$ cat src/rtl/tmr_pkg.sv
`timescale 1ns/1ps
package tmr_pkg;
    localparam int ADDR_W  = 4;
    localparam int DATA_W  = 32;
    localparam int CNT_W   = 32;
    localparam int PSC_W   = 4;
    localparam int PSC_MAX = 9;

    typedef enum logic [1:0] {
        WM_16 = 2'd0,
        WM_8  = 2'd1,
        WM_24 = 2'd2,
        WM_32 = 2'd3
    } width_mode_e;

    // word map
    localparam logic [ADDR_W-1:0] A_RUN  = 4'd0;
    localparam logic [ADDR_W-1:0] A_HALT = 4'd1;
    localparam logic [ADDR_W-1:0] A_ZERO = 4'd2;
    localparam logic [ADDR_W-1:0] A_MODE = 4'd3;
    localparam logic [ADDR_W-1:0] A_PSC  = 4'd4;
    localparam logic [ADDR_W-1:0] A_CC0  = 4'd8;
    localparam logic [ADDR_W-1:0] A_EVT0 = 4'd12;

    function automatic logic [CNT_W-1:0] width_mask(width_mode_e m);
        case (m)
            WM_8:    return 32'h0000_00FF;
            WM_24:   return 32'h00FF_FFFF;
            WM_32:   return 32'hFFFF_FFFF;
            default: return 32'h0000_FFFF;
        endcase
    endfunction
endpackage

$ cat src/rtl/tmr_prescaler.sv
`timescale 1ns/1ps
module tmr_prescaler
    import tmr_pkg::*;
#(
    parameter int SEL_W   = PSC_W,
    parameter int SEL_MAX = PSC_MAX
) (
    input  logic             clk,
    input  logic             rst_n,
    input  logic             run,
    input  logic             tick,
    input  logic             restart,
    input  logic [SEL_W-1:0] psc,
    output logic             step
);
    localparam int DIV_W = SEL_MAX + 1;

    typedef struct packed {
        logic [DIV_W-1:0] div;
    } pre_state_t;

    pre_state_t       st_d, st_q;
    logic [SEL_W-1:0] eff;
    logic [DIV_W-1:0] limit;
    logic             at_limit;

    always_comb begin
        eff      = (psc > SEL_W'(SEL_MAX)) ? SEL_W'(SEL_MAX) : psc;
        limit    = (DIV_W'(1) << eff) - DIV_W'(1);
        // >= keeps a phase left over from a larger divider from running long
        at_limit = (st_q.div >= limit);
        step     = run && tick && at_limit;
        st_d     = st_q;
        if (restart) begin
            st_d.div = '0;
        end else if (run && tick) begin
            st_d.div = at_limit ? '0 : st_q.div + DIV_W'(1);
        end
    end

    always_ff @(posedge clk or negedge rst_n) begin
        if (!rst_n) st_q <= '0;
        else        st_q <= st_d;
    end
endmodule

$ cat src/rtl/tmr_counter.sv
`timescale 1ns/1ps
module tmr_counter
    import tmr_pkg::*;
#(
    parameter int W = CNT_W
) (
    input  logic        clk,
    input  logic        rst_n,
    input  logic        step,
    input  logic        zero,
    input  width_mode_e mode,
    output logic [W-1:0] cnt_q,
    output logic [W-1:0] cnt_nxt
);
    typedef struct packed {
        logic [W-1:0] cnt;
    } cnt_state_t;

    cnt_state_t   st_d, st_q;
    logic [W-1:0] mask;

    always_comb begin
        mask    = W'(width_mask(mode));
        cnt_nxt = (st_q.cnt + W'(1)) & mask;
        st_d    = st_q;
        if (zero)      st_d.cnt = '0;
        else if (step) st_d.cnt = cnt_nxt;
    end

    always_ff @(posedge clk or negedge rst_n) begin
        if (!rst_n) st_q <= '0;
        else        st_q <= st_d;
    end

    assign cnt_q = st_q.cnt;
endmodule

$ cat src/rtl/tmr_channel.sv
`timescale 1ns/1ps
module tmr_channel #(
    parameter int W = 32
) (
    input  logic         clk,
    input  logic         rst_n,
    input  logic         cc_we,
    input  logic         evt_we,
    input  logic [W-1:0] wdata,
    input  logic         step,
    input  logic [W-1:0] cnt_nxt,
    output logic [W-1:0] cc_q,
    output logic         evt_q
);
    typedef struct packed {
        logic [W-1:0] cc;
        logic         evt;
    } ch_state_t;

    ch_state_t st_d, st_q;
    logic      hit;

    always_comb begin
        hit  = step && (st_q.cc == cnt_nxt);
        st_d = st_q;
        if (cc_we) st_d.cc = wdata;
        if (hit)                            st_d.evt = 1'b1;
        else if (evt_we && (wdata == '0))   st_d.evt = 1'b0;
    end

    always_ff @(posedge clk or negedge rst_n) begin
        if (!rst_n) st_q <= '0;
        else        st_q <= st_d;
    end

    assign cc_q  = st_q.cc;
    assign evt_q = st_q.evt;
endmodule

$ cat src/rtl/tmr_task_timer.sv
`timescale 1ns/1ps
module tmr_task_timer
    import tmr_pkg::*;
#(
    parameter int NUM_CH = 4
) (
    input  logic              clk,
    input  logic              rst_n,
    input  logic              tick,
    input  logic              bus_we,
    input  logic [ADDR_W-1:0] bus_addr,
    input  logic [DATA_W-1:0] bus_wdata,
    output logic [DATA_W-1:0] bus_rdata,
    output logic [NUM_CH-1:0] cmp_event
);
    typedef struct packed {
        logic             run;
        width_mode_e      mode;
        logic [PSC_W-1:0] psc;
    } ctl_state_t;

    ctl_state_t        st_d, st_q;
    logic              do_run, do_halt, do_zero;
    logic              cnt_step;
    logic [CNT_W-1:0]  cnt_q, cnt_nxt;
    logic [DATA_W-1:0] cc_vals [NUM_CH];
    logic [NUM_CH-1:0] evt_vec;
    logic              run_q;
    width_mode_e       mode_q;
    logic [PSC_W-1:0]  psc_q;

    always_comb begin
        do_run  = bus_we && (bus_addr == A_RUN)  && (bus_wdata == DATA_W'(1));
        do_halt = bus_we && (bus_addr == A_HALT) && (bus_wdata == DATA_W'(1));
        do_zero = bus_we && (bus_addr == A_ZERO) && (bus_wdata == DATA_W'(1));
        st_d    = st_q;
        if (do_run)  st_d.run = 1'b1;
        if (do_halt) st_d.run = 1'b0;
        if (bus_we && (bus_addr == A_MODE)) st_d.mode = width_mode_e'(bus_wdata[1:0]);
        if (bus_we && (bus_addr == A_PSC))  st_d.psc  = bus_wdata[PSC_W-1:0];
    end

    always_ff @(posedge clk or negedge rst_n) begin
        if (!rst_n) st_q <= '{run: 1'b0, mode: WM_16, psc: '0};
        else        st_q <= st_d;
    end

    assign run_q  = st_q.run;
    assign mode_q = st_q.mode;
    assign psc_q  = st_q.psc;

    tmr_prescaler #(.SEL_W(PSC_W), .SEL_MAX(PSC_MAX)) u_pre (
        .clk     (clk),
        .rst_n   (rst_n),
        .run     (st_q.run),
        .tick    (tick),
        .restart (do_zero),
        .psc     (st_q.psc),
        .step    (cnt_step)
    );

    tmr_counter #(.W(CNT_W)) u_cnt (
        .clk     (clk),
        .rst_n   (rst_n),
        .step    (cnt_step),
        .zero    (do_zero),
        .mode    (st_q.mode),
        .cnt_q   (cnt_q),
        .cnt_nxt (cnt_nxt)
    );

    for (genvar g = 0; g < NUM_CH; g++) begin : g_ch
        tmr_channel #(.W(DATA_W)) u_ch (
            .clk     (clk),
            .rst_n   (rst_n),
            .cc_we   (bus_we && (bus_addr == (A_CC0 + ADDR_W'(g)))),
            .evt_we  (bus_we && (bus_addr == (A_EVT0 + ADDR_W'(g)))),
            .wdata   (bus_wdata),
            .step    (cnt_step),
            .cnt_nxt (cnt_nxt),
            .cc_q    (cc_vals[g]),
            .evt_q   (evt_vec[g])
        );
    end

    always_comb begin
        bus_rdata = '0;
        if (bus_addr == A_MODE) bus_rdata = DATA_W'(st_q.mode);
        if (bus_addr == A_PSC)  bus_rdata = DATA_W'(st_q.psc);
        for (int i = 0; i < NUM_CH; i++) begin
            if (bus_addr == (A_CC0 + ADDR_W'(i)))  bus_rdata = cc_vals[i];
            if (bus_addr == (A_EVT0 + ADDR_W'(i))) bus_rdata = DATA_W'(evt_vec[i]);
        end
    end

    assign cmp_event = evt_vec;
endmodule

$ cat config.mk
export PLATFORM = sky130hd
export DESIGN_NAME = tmr_task_timer
export DESIGN_NICKNAME = d
export VERILOG_FILES = /design/src/rtl/tmr_pkg.sv /design/src/rtl/tmr_prescaler.sv /design/src/rtl/tmr_counter.sv /design/src/rtl/tmr_channel.sv /design/src/rtl/tmr_task_timer.sv
export SDC_FILE = /design/constraint.sdc
export NUM_CORES = 1
export LEC_CHECK = 0
export ABC_AREA = 1
export BUFFER_PORTS_ARGS = -buffer_cell sky130_fd_sc_hd__buf_2
export CORE_MARGIN = 2
export CORE_UTILIZATION = 50
export CTS_BUF_LIST = sky130_fd_sc_hd__clkbuf_8
export DETAILED_ROUTE_END_ITERATION = 12
export GPL_TIMING_DRIVEN = 0
export PLACE_DENSITY = 0.76
export SLEW_MARGIN = 20
export SYNTH_ARGS = -nofsm -noshare
export SYNTH_HDL_FRONTEND = slang
export SYNTH_SLANG_ARGS = --single-unit
$ cat constraint.sdc
create_clock -name clk -period 4.3 [get_ports clk]
set_input_delay 0.86 -clock clk [delete_from_list [all_inputs] [get_ports clk]]
set_output_delay 0.86 -clock clk [all_outputs]
set_load 0.02 [all_outputs]
# After elaboration in Yosys (flattened, before gate mapping)
# Index checks and enable logic that the tools add are counted.
# word_totals
elab_cells	102
inputBits	40
output_inout_bits	36
ff_bits	181
# classes
muxes	27
n_eq_ne	20
bitwise	1
shifts	1
n_reduce_logical	35
order_cmp	2
add_sub_neg	3
# op_table
cell	n
2-to-1 mux 32 bit	11
== test 32 bit	4
case mux 32 bit (3 select lines)	1
adder 32 x 1 -> 32 bit (second input constant)	1
bitwise AND 32 bit	1
== test 32 x 1 -> 1 bit (second input constant)	1
== test 4 bit (second input constant)	8
logical NOT 32 bit	1
2-to-1 mux 10 bit	3
logical AND 1 bit	26
nonzero test 2 bit	7
adder 10 x 1 -> 10 bit (second input constant)	1
greater-or-equal comparator 10 bit	1
2-to-1 mux 1 bit	10
left shift 1 x 4 -> 10 bit (first input constant)	1
subtractor 10 x 2 -> 10 bit (second input constant)	1
== test 4 x 2 -> 1 bit (second input constant)	2
== test 2 bit (second input constant)	2
== test 4 x 1 -> 1 bit (second input constant)	1
== test 4 x 3 -> 1 bit (second input constant)	1
greater-than comparator 4 bit (second input constant)	1
logical NOT 4 bit	1
2-to-1 mux 4 bit	1
== test 2 x 1 -> 1 bit (second input constant)	1
2-to-1 mux 2 bit	1

# Longest topological paths before layout
# Gate-level depths: netlist of run 1.
# depth
word_depth	11
depth_mapped	18
depth_no_buf	17

# Hierarchy
# Synthesis of run 1 repeated with hierarchy kept, for this count alone.
# hier_totals
cells_unflattened	1813
hier_area_um2	12102.9
# modules_own_cells
module	area_per_inst_um2	n_inst	cells_each	seq_area_each_um2
tmr_channel	1870.5	4	258	825.8
tmr_counter	2277.2	1	364	800.8
tmr_task_timer	1427.6	1	291	175.2
tmr_prescaler	915.9	1	126	250.2

# Worst setup path before layout of run 1
# OpenSTA, ideal clock, no wires.
# synth_timing
path_kind	input to output
from	in bus_addr[3]
to	out bus_rdata[11]
path_slack_ps	1192
required_time_ps	3440
n_path_buf	1
cell_stages	9
t_arrival_ps	2248
cell_sequence	inv_1 nor2_1 inv_1 nor2_1 clkinv_1 clkbuf_1 o22ai_1 a21oi_1 o21ai_0
# synth_between
elab_chain_len	9
elab_cells_between_ends	16
classes_between	8 x eq/ne; 8 x mux
# synth_rtl
item	line_no	text
start, declared	tmr_task_timer.sv:11	input logic [ADDR_W-1:0] bus_addr,
== test 4 bit	tmr_task_timer.sv:91	if (bus_addr == (A_CC0 + ADDR_W'(i))) bus_rdata = cc_vals[i];
2-to-1 mux 32 bit	tmr_task_timer.sv:91	
2-to-1 mux 32 bit	tmr_task_timer.sv:92	if (bus_addr == (A_EVT0 + ADDR_W'(i))) bus_rdata = DATA_W'(evt_vec[i]);
2-to-1 mux 32 bit	tmr_task_timer.sv:91	
2-to-1 mux 32 bit	tmr_task_timer.sv:92	
2-to-1 mux 32 bit	tmr_task_timer.sv:91	
2-to-1 mux 32 bit	tmr_task_timer.sv:92	
2-to-1 mux 32 bit	tmr_task_timer.sv:91	
2-to-1 mux 32 bit *	tmr_task_timer.sv:92	
end, declared	tmr_task_timer.sv:13	output logic [DATA_W-1:0] bus_rdata,
# Every way passes the cells marked *; elsewhere a longest branch is shown, timed or not.

# Worst setup path after layout of run 1
# layout_timing
from	in bus_addr[3]
to	out bus_rdata[15]
# Same word-level chain as after synthesis.

==> impl_metrics.csv, run 1 <==
group,metric,value,unit
critical_path,critPathSlowestCell,"clkbuf_1",
synth,async_flop_share,100.0,%
cts,clock-root-buffer,"clkbuf_8",
critical_path,end_kind,"output pin",
power_and_ir_drop,peakVddDrop,0.0002080,V
routing,drt_iter0_markers,1164,
synth,ys_types,36,
critical_path,crit_arrival,3.13,ns
sta,slew_viol_final,0,
critical_path,required,3.44,ns
sta,finalCritPeriodShare,92.86,%
cts,numClockSinks,181,
outcome,status,"completed",
grt,grt_overflow,0,
grt,grt_usage,32.73,%
routing,vias,11502,
place,dp_slack,-0.02581,ns
cts,cts_setup_buffers,0,
sta,rsz0062_at_grt,"no",
cts,worstSkewPairLatency,0.50,ns
die,fp.dieW,153.5,um
die,ioPinCount,76,
synth,syn_avg_cell_area,7.076,sq um
die,initial_utilization,51.07,%
final_layout,nNetsFinal,1728,
synth,netlist_area,0.01118,sq mm
place,portBuffers,75,
grt,grt_pass1_wl,60480,um
cts,clk_path_buf_depth,2,
cts,cts_tree,"built",
critical_path,start_kind,"primary input",
final_layout,fin_area,0.01235,sq mm
final_layout,num_antenna_cells,0,
critical_path,crit_chain,"buf_2 > inv_1 > nor2_1 > inv_1 > nor2_2 > clkinv_2 > clkbuf_1 > o22ai_1 > a21oi_1 > o21ai_0 > buf_2",
place,gp_congestion,1.017,
routing,postRouteAntennaNets,0,
synth,yosysWarnings,0,
synth,synth_edf_count,0,
grt,grt_pass1_vias,10941,
sta,max_freq,250.4,MHz
place,place_area,0.01194,sq mm
cts,cts_buffers,17,
grt,antenna_found_initial,1,
sta,final_period_minus_worst_setup_slack,3.993,ns
final_layout,layout-drive-gt1-share,8.412,%
final_layout,syn2layout_area_growth,10.43,%
routing,drc,0,
synth,synth_nets,1633,
sta,fin_ws,0.3069,ns
synth,synth_seq_cells,181,
synth,ys_seq_area_share,40.51,%
critical_path,crit_fanout,10,
power_and_ir_drop,p_leak,6.406,nW
die,fp-row-count,54,
final_layout,num-fill-cells,2180,
cts,htree_num_levels,4,
cts,cts.clk_slew.worst_paths,0.10,ns
sta,slew_headroom,29.46,%
critical_path,ff2ff_setup_slack,0.50,ns
power_and_ir_drop,power_density,383.9,mW/mm^2
die,coreArea,0.02189,sq mm
flow_run,cap_violations,0,
routing,drt_wl_total,38190,um
die,die_area,0.02357,sq mm
sta,hold_viol,0,
sta,worst_pin_slew,1.058,ns
critical_path,slowest_delay,0.50,ns
routing,wl_per_cell,19.41,um
sta,finalClockSkew,0.02361,ns
routing,drt_pass1_iterations,5,
min_path,min_path_type,"in -> async",
grt,grt_max_degree,99,
routing,via_per_inst,5.845,
place,hpwl,29200,um
critical_path,crit_type,"in -> out",
synth,ys.flop_type,"dfrtp_1",
sta,finalSetupViolations,0,
synth,netlist_instances,1580,
die,die-height,153.5,um
## worst max-delay path: cells and delay by family
kind	cells	cell delay [ns]
AND/OR/NAND/NOR	2	0.46
buffers and inverters	6	1.35
AO/OA/AOI/OAI	3	0.47
## registers in the layout, summed over array words and instances (netlist names)
name and flops:
u_pre.st_q 10, g_ch.u_ch.cc_q 128, psc_q 4, run_q 1, mode_q 2, g_ch.u_ch.evt_q 4
u_cnt.cnt_q 32
## per-stage QoR
stage               cells  utilization (%)  hold WS, ns  total power, W  TNS (ns)
global placement     1935            54.39       0.4675        0.003465    -89.60
finish               1968            56.40       0.3169        0.004740         0
detailed placement   1936            54.56       0.4728        0.003505  -0.08434
floorplan            1580                -       0.4530        0.003075         0
CTS                  1968            56.39       0.3697        0.004710         0
global route         1968            56.40       0.3733        0.005012         0
## cell usage after synthesis, types with 6 or more instances
cell type	count	share of area (%)
dfrtp_1	181	41
nor3_1	13	0.58
inv_1	194	6.5
a21oi_1	24	1.1
xor2_1	48	3.8
nand2_1	447	15
xnor2_1	13	1.0
o21ai_0	171	7.7
clkbuf_1	47	1.6
a221oi_1	13	1.0
o22ai_1	50	2.8
a221o_1	6	0.54
buf_2	7	0.31
nand4_1	71	4.0
nor2_1	138	4.6
nand3_1	92	4.1
nand3_2	7	0.63
ha_1	13	1.5
## kinds of logic after synthesis
kind of cell | Yosys count | synth area share (%)
other | 1 | 0.03354
buffers and inverters | 254 | 8.740
adders and majority gates | 13 | 1.455
AOI/OAI and AO/OA | 279 | 14.12
xor gates and xnor gates | 61 | 4.778
and+or+nand+nor | 791 | 30.36
DFF | 181 | 40.51
## timing repair
item / in CTS / in global routing
resized for setup: 1 / 1
hold buffers: 0 / 0
gates cloned: 0 / 0
setup endpoints to repair: 9 / 6
pin swaps: 0 / 0
hold endpoints to repair: 0 / 0
## cell usage in the layout, fill, tap and decap left out, types with 3 or more instances in the layout
cell type / synthesis / final
nand2_1: 447 / 447
nor2_2: 5 / 6
nor3_1: 13 / 13
or2_2: 3 / 3
clkbuf_1: 47 / 47
clkbuf_8: 0 / 18
clkinv_4: 0 / 4
nand2_2: 3 / 3
clkinv_2: 0 / 4
xnor2_1: 13 / 13
inv_6: 0 / 3
nand3b_1: 4 / 4
dfrtp_1: 181 / 181
o2111ai_1: 5 / 5
a221oi_1: 13 / 13
a221o_1: 6 / 6
nand3_2: 7 / 7
o21ai_0: 171 / 171
nor4_1: 5 / 5
xor2_1: 48 / 48
ha_1: 13 / 13
a21oi_1: 24 / 24
buf_4: 4 / 4
inv_1: 194 / 195
nand4_1: 71 / 71
nor2_1: 138 / 137
buf_2: 7 / 81
o211ai_1: 3 / 3
o22ai_1: 50 / 50
nand3_1: 92 / 92
## per-layer routing
layer / track usage [%] / up-vias / part of all wire (%)
met5: 0 / - / 0
met4: 11.23 / 0 / 3.0
met3: 6.933 / 86 / 10
met2: 49.54 / 557 / 44
met1: 46.85 / 5468 / 43
li1: - / 5391 / -
## power breakdown
group / total, W / switching [W] / internal, W
clock network: 0.00124 / 0.000696 / 0.000540
registers: 0.00221 / 0.000250 / 0.00196
logic: 0.00130 / 0.000824 / 0.000473
total: 0.00474 / 0.00177 / 0.00297
## layout make-up
class | instances | area [sq um] | share of cell area (%)
clock buffer | 18 | 247.7 | 2.006
inverter | 195 | 733.2 | 5.938
tap | 280 | 350.3 | 2.837
buffer | 59 | 245.2 | 1.986
multi-input combinational | 1145 | 5677 | 45.98
timing repair buffer | 76 | 412.9 | 3.344
clock inverter | 14 | 151.4 | 1.226
sequential | 181 | 4529 | 36.68
## path summary, 6_finish.rpt
kind	endpoint	start	cells after the start
min reg2reg	g_ch[0].u_ch.cc_q[19]	g_ch[0].u_ch.cc_q[19]	2
max reg2reg	u_cnt.cnt_q[28]	psc_q[2]	18
max	bus_rdata[15]	bus_addr[3]	11
max in group asynchronous	g_ch[1].u_ch.cc_q[16]	rst_n	2
min in group clk	g_ch[0].u_ch.cc_q[19]	g_ch[0].u_ch.cc_q[19]	2
min	u_pre.st_q[5]	rst_n	1
No activity file was read; power rests on OpenSTA's default activity.
==> run 2: changes to the inputs <==
--- a/config.mk
+++ b/config.mk
@@ -12,7 +12,7 @@
 export CTS_BUF_LIST = sky130_fd_sc_hd__clkbuf_8
 export DETAILED_ROUTE_END_ITERATION = 12
 export GPL_TIMING_DRIVEN = 0
-export PLACE_DENSITY = 0.76
+export PLACE_DENSITY = 0.68
 export SLEW_MARGIN = 20
 export SYNTH_ARGS = -nofsm -noshare
 export SYNTH_HDL_FRONTEND = slang
==> run 2 against run 1 <==
Critical path type unchanged. Global-route usage rose by 0.23 points. Clock power barely moved. First-iteration DRC count rose by 0.95%.
==> impl_metrics.csv, run 2 (synthesis results as in run 1) <==
group,metric,value,unit
power_and_ir_drop,peakVddDrop,0.0001948,V
cts,clock-root-buffer,"clkbuf_8",
die,die_area,0.02357,sq mm
final_layout,layout-drive-gt1-share,8.472,%
final_layout,register_area,0.004529,sq mm
sta,finalClockSkew,0.01887,ns
final_layout,nNetsFinal,1729,
final_layout,num-fill-cells,2206,
critical_path,crit_type,"in -> out",
final_layout,stdcell_count,1968,
critical_path,required,3.44,ns
cts,cts_buffers,17,
final_layout,num_antenna_cells,0,
sta,hold_viol,0,
sta,rsz0062_at_grt,"no",
place,gp_congestion,0.9652,
final_layout,final_cell_mix,"447 x nand2_1, 194 x inv_1, 181 x dfrtp_1",
cts,cts_tree,"built",
die,coreArea,0.02189,sq mm
routing,vias,11418,
power_and_ir_drop,p_leak,6.401,nW
place,dp.cells,1937,
sta,final_period_minus_worst_setup_slack,4.019,ns
critical_path,end_kind,"output pin",
cts,cts_setup_buffers,0,
die,fp-row-count,54,
final_layout,largest_reg_flops,128,
sta,max_freq,248.8,MHz
final_layout,final_core_util,56.50,%
routing,via_per_inst,5.802,
critical_path,crit_chain,"buf_2 > inv_1 > nor2_1 > nand2_1 > clkbuf_1 > clkbuf_1 > nor2_1 > a221oi_1 > o21ai_0 > buf_2",
cts,htree_num_levels,4,
sta,finalSetupViolations,0,
min_path,min_path_type,"in -> async",
place,portBuffers,75,
grt,grt_max_degree,84,
critical_path,path_depth,10,
final_layout,syn2layout_area_growth,10.62,%
power_and_ir_drop,power,0.004739,W
routing,drt_wl_total,38580,um
critical_path,critPathSlowestCell,"clkbuf_1",
cts,numClockSinks,181,
final_layout,multi_input_comb_area,0.005677,sq mm
critical_path,slowest_delay,0.63,ns
routing,drc,0,
sta,slew_viol_final,0,
power_and_ir_drop,power_density,383.2,mW/mm^2
sta,slew_headroom,28.65,%
grt,grt_usage,32.96,%
cts,cts.clk_slew.worst_paths,0.10,ns
critical_path,path_delay_family,"buffers and inverters",
routing,drt_pass1_iterations,5,
die,initial_utilization,51.07,%
final_layout,final_common_cell,"nand2_1",
critical_path,crit_fanout,10,
cts,worstSkewPairLatency,0.50,ns
routing,wl_per_cell,19.60,um
place,hpwl,29450,um
sta,worst_pin_slew,1.070,ns
die,ioPinCount,76,
die,die-height,153.5,um
flow_run,cap_violations,0,
critical_path,start_kind,"primary input",
routing,drt_iter0_markers,1175,
cts,holdBufCountCts,0,
routing,postRouteAntennaNets,0,
grt,grt_pass1_vias,10493,
sta,finalCritPeriodShare,93.45,%
die,fp.dieW,153.5,um
cts,clk_path_buf_depth,2,
critical_path,crit_arrival,3.16,ns
grt,grt_pass1_wl,59620,um
grt,grt_overflow,0,
outcome,status,"completed",
critical_path,reg2reg_depth,18,
critical_path,path_buf_inv,5,
grt,antenna_found_initial,0,
==> run 2: cell types whose count changed in the layout (fill, tap and decap cells not counted), sizes merged <==
| cell | previous run | this run |
|---|---|---|
| buf | 88 | 89 |
| clkinv | 8 | 4 |
| clkinvlp | 0 | 3 |
==> run 2: metal layers <==
layer	vias up	global-route usage, %	wire (um)
li1	5401	-	-
met1	5456	47.42	17440
met2	482	49.61	16780
met3	79	5.891	2913
met4	0	13.06	1443
met5	-	0	0
==> run 2: worst reg2reg max path: stages, from the launching register on <==
cell	delay, ns
dfrtp_1	0.33
clkbuf_1	0.36
inv_1	0.15
nand3_1	0.12
ha_1	0.19
o21ai_0	0.14
a21oi_1	0.20
xnor2_1	0.09
ha_1	0.18
a21oi_1	0.15
nor2_1	0.06
a211oi_1	0.17
nand4_1	0.14
nand2_1	0.25
inv_1	0.24
nand2_1	0.13
buf_2	0.23
buf_1	0.44
o22ai_1	0.15
==> run 2: cell type report <==
type                    count  area share, %
multi-input cells        1145          45.90
flip-flops and latches    181          36.62
inverters                 195          5.928
repair buffers             77          3.561
well taps                 280          2.833
clock buffers              18          2.003
plain buffers              59          1.983
clock inverters            13          1.173
==> run 2: path summary, 6_finish.rpt <==
| path | endpoint | slack (ns) | startpoint |
|---|---|---|---|
| worst max-delay path | bus_rdata[16] | 0.28 | bus_addr[0] |
| worst min-delay path | u_pre.st_q[5] | 0.21 | rst_n |
| worst max register to register | u_cnt.cnt_q[30] | 0.44 | psc_q[2] |
| worst min register to register | g_ch[0].u_ch.cc_q[21] | 0.49 | g_ch[0].u_ch.cc_q[21] |
| max in group asynchronous | u_cnt.cnt_q[17] | 3.36 | rst_n |
| min in group clk | g_ch[0].u_ch.cc_q[21] | 0.49 | g_ch[0].u_ch.cc_q[21] |
==> run 2: stage by stage <==
step | hold WS [ns] | TNS, ns | instance area, sq um | worst slack, ns
after global routing | 0.2233 | 0 | 12370 | 0.06944
after global placement | 0.4664 | -104.93 | 11910 | -0.6002
final | 0.2120 | 0 | 12370 | 0.2814
after detailed placement | 0.4729 | -0.08990 | 11970 | -0.03551
after floorplan | 0.4530 | 0 | 11180 | 1.192
after CTS | 0.2070 | 0 | 12370 | 0.1619
==> run 2: repair_timing <==
action,in CTS,in global routing
pin swaps,0,0
resized for setup,1,1
gates cloned,0,0
setup endpoints to repair,3,2
==> run 2: power by group <==
part           switching, W  internal (W)  leakage [nW]
combinational      0.000822      0.000476          4.05
clock              0.000698      0.000536         0.193
sequential         0.000249       0.00196          2.16
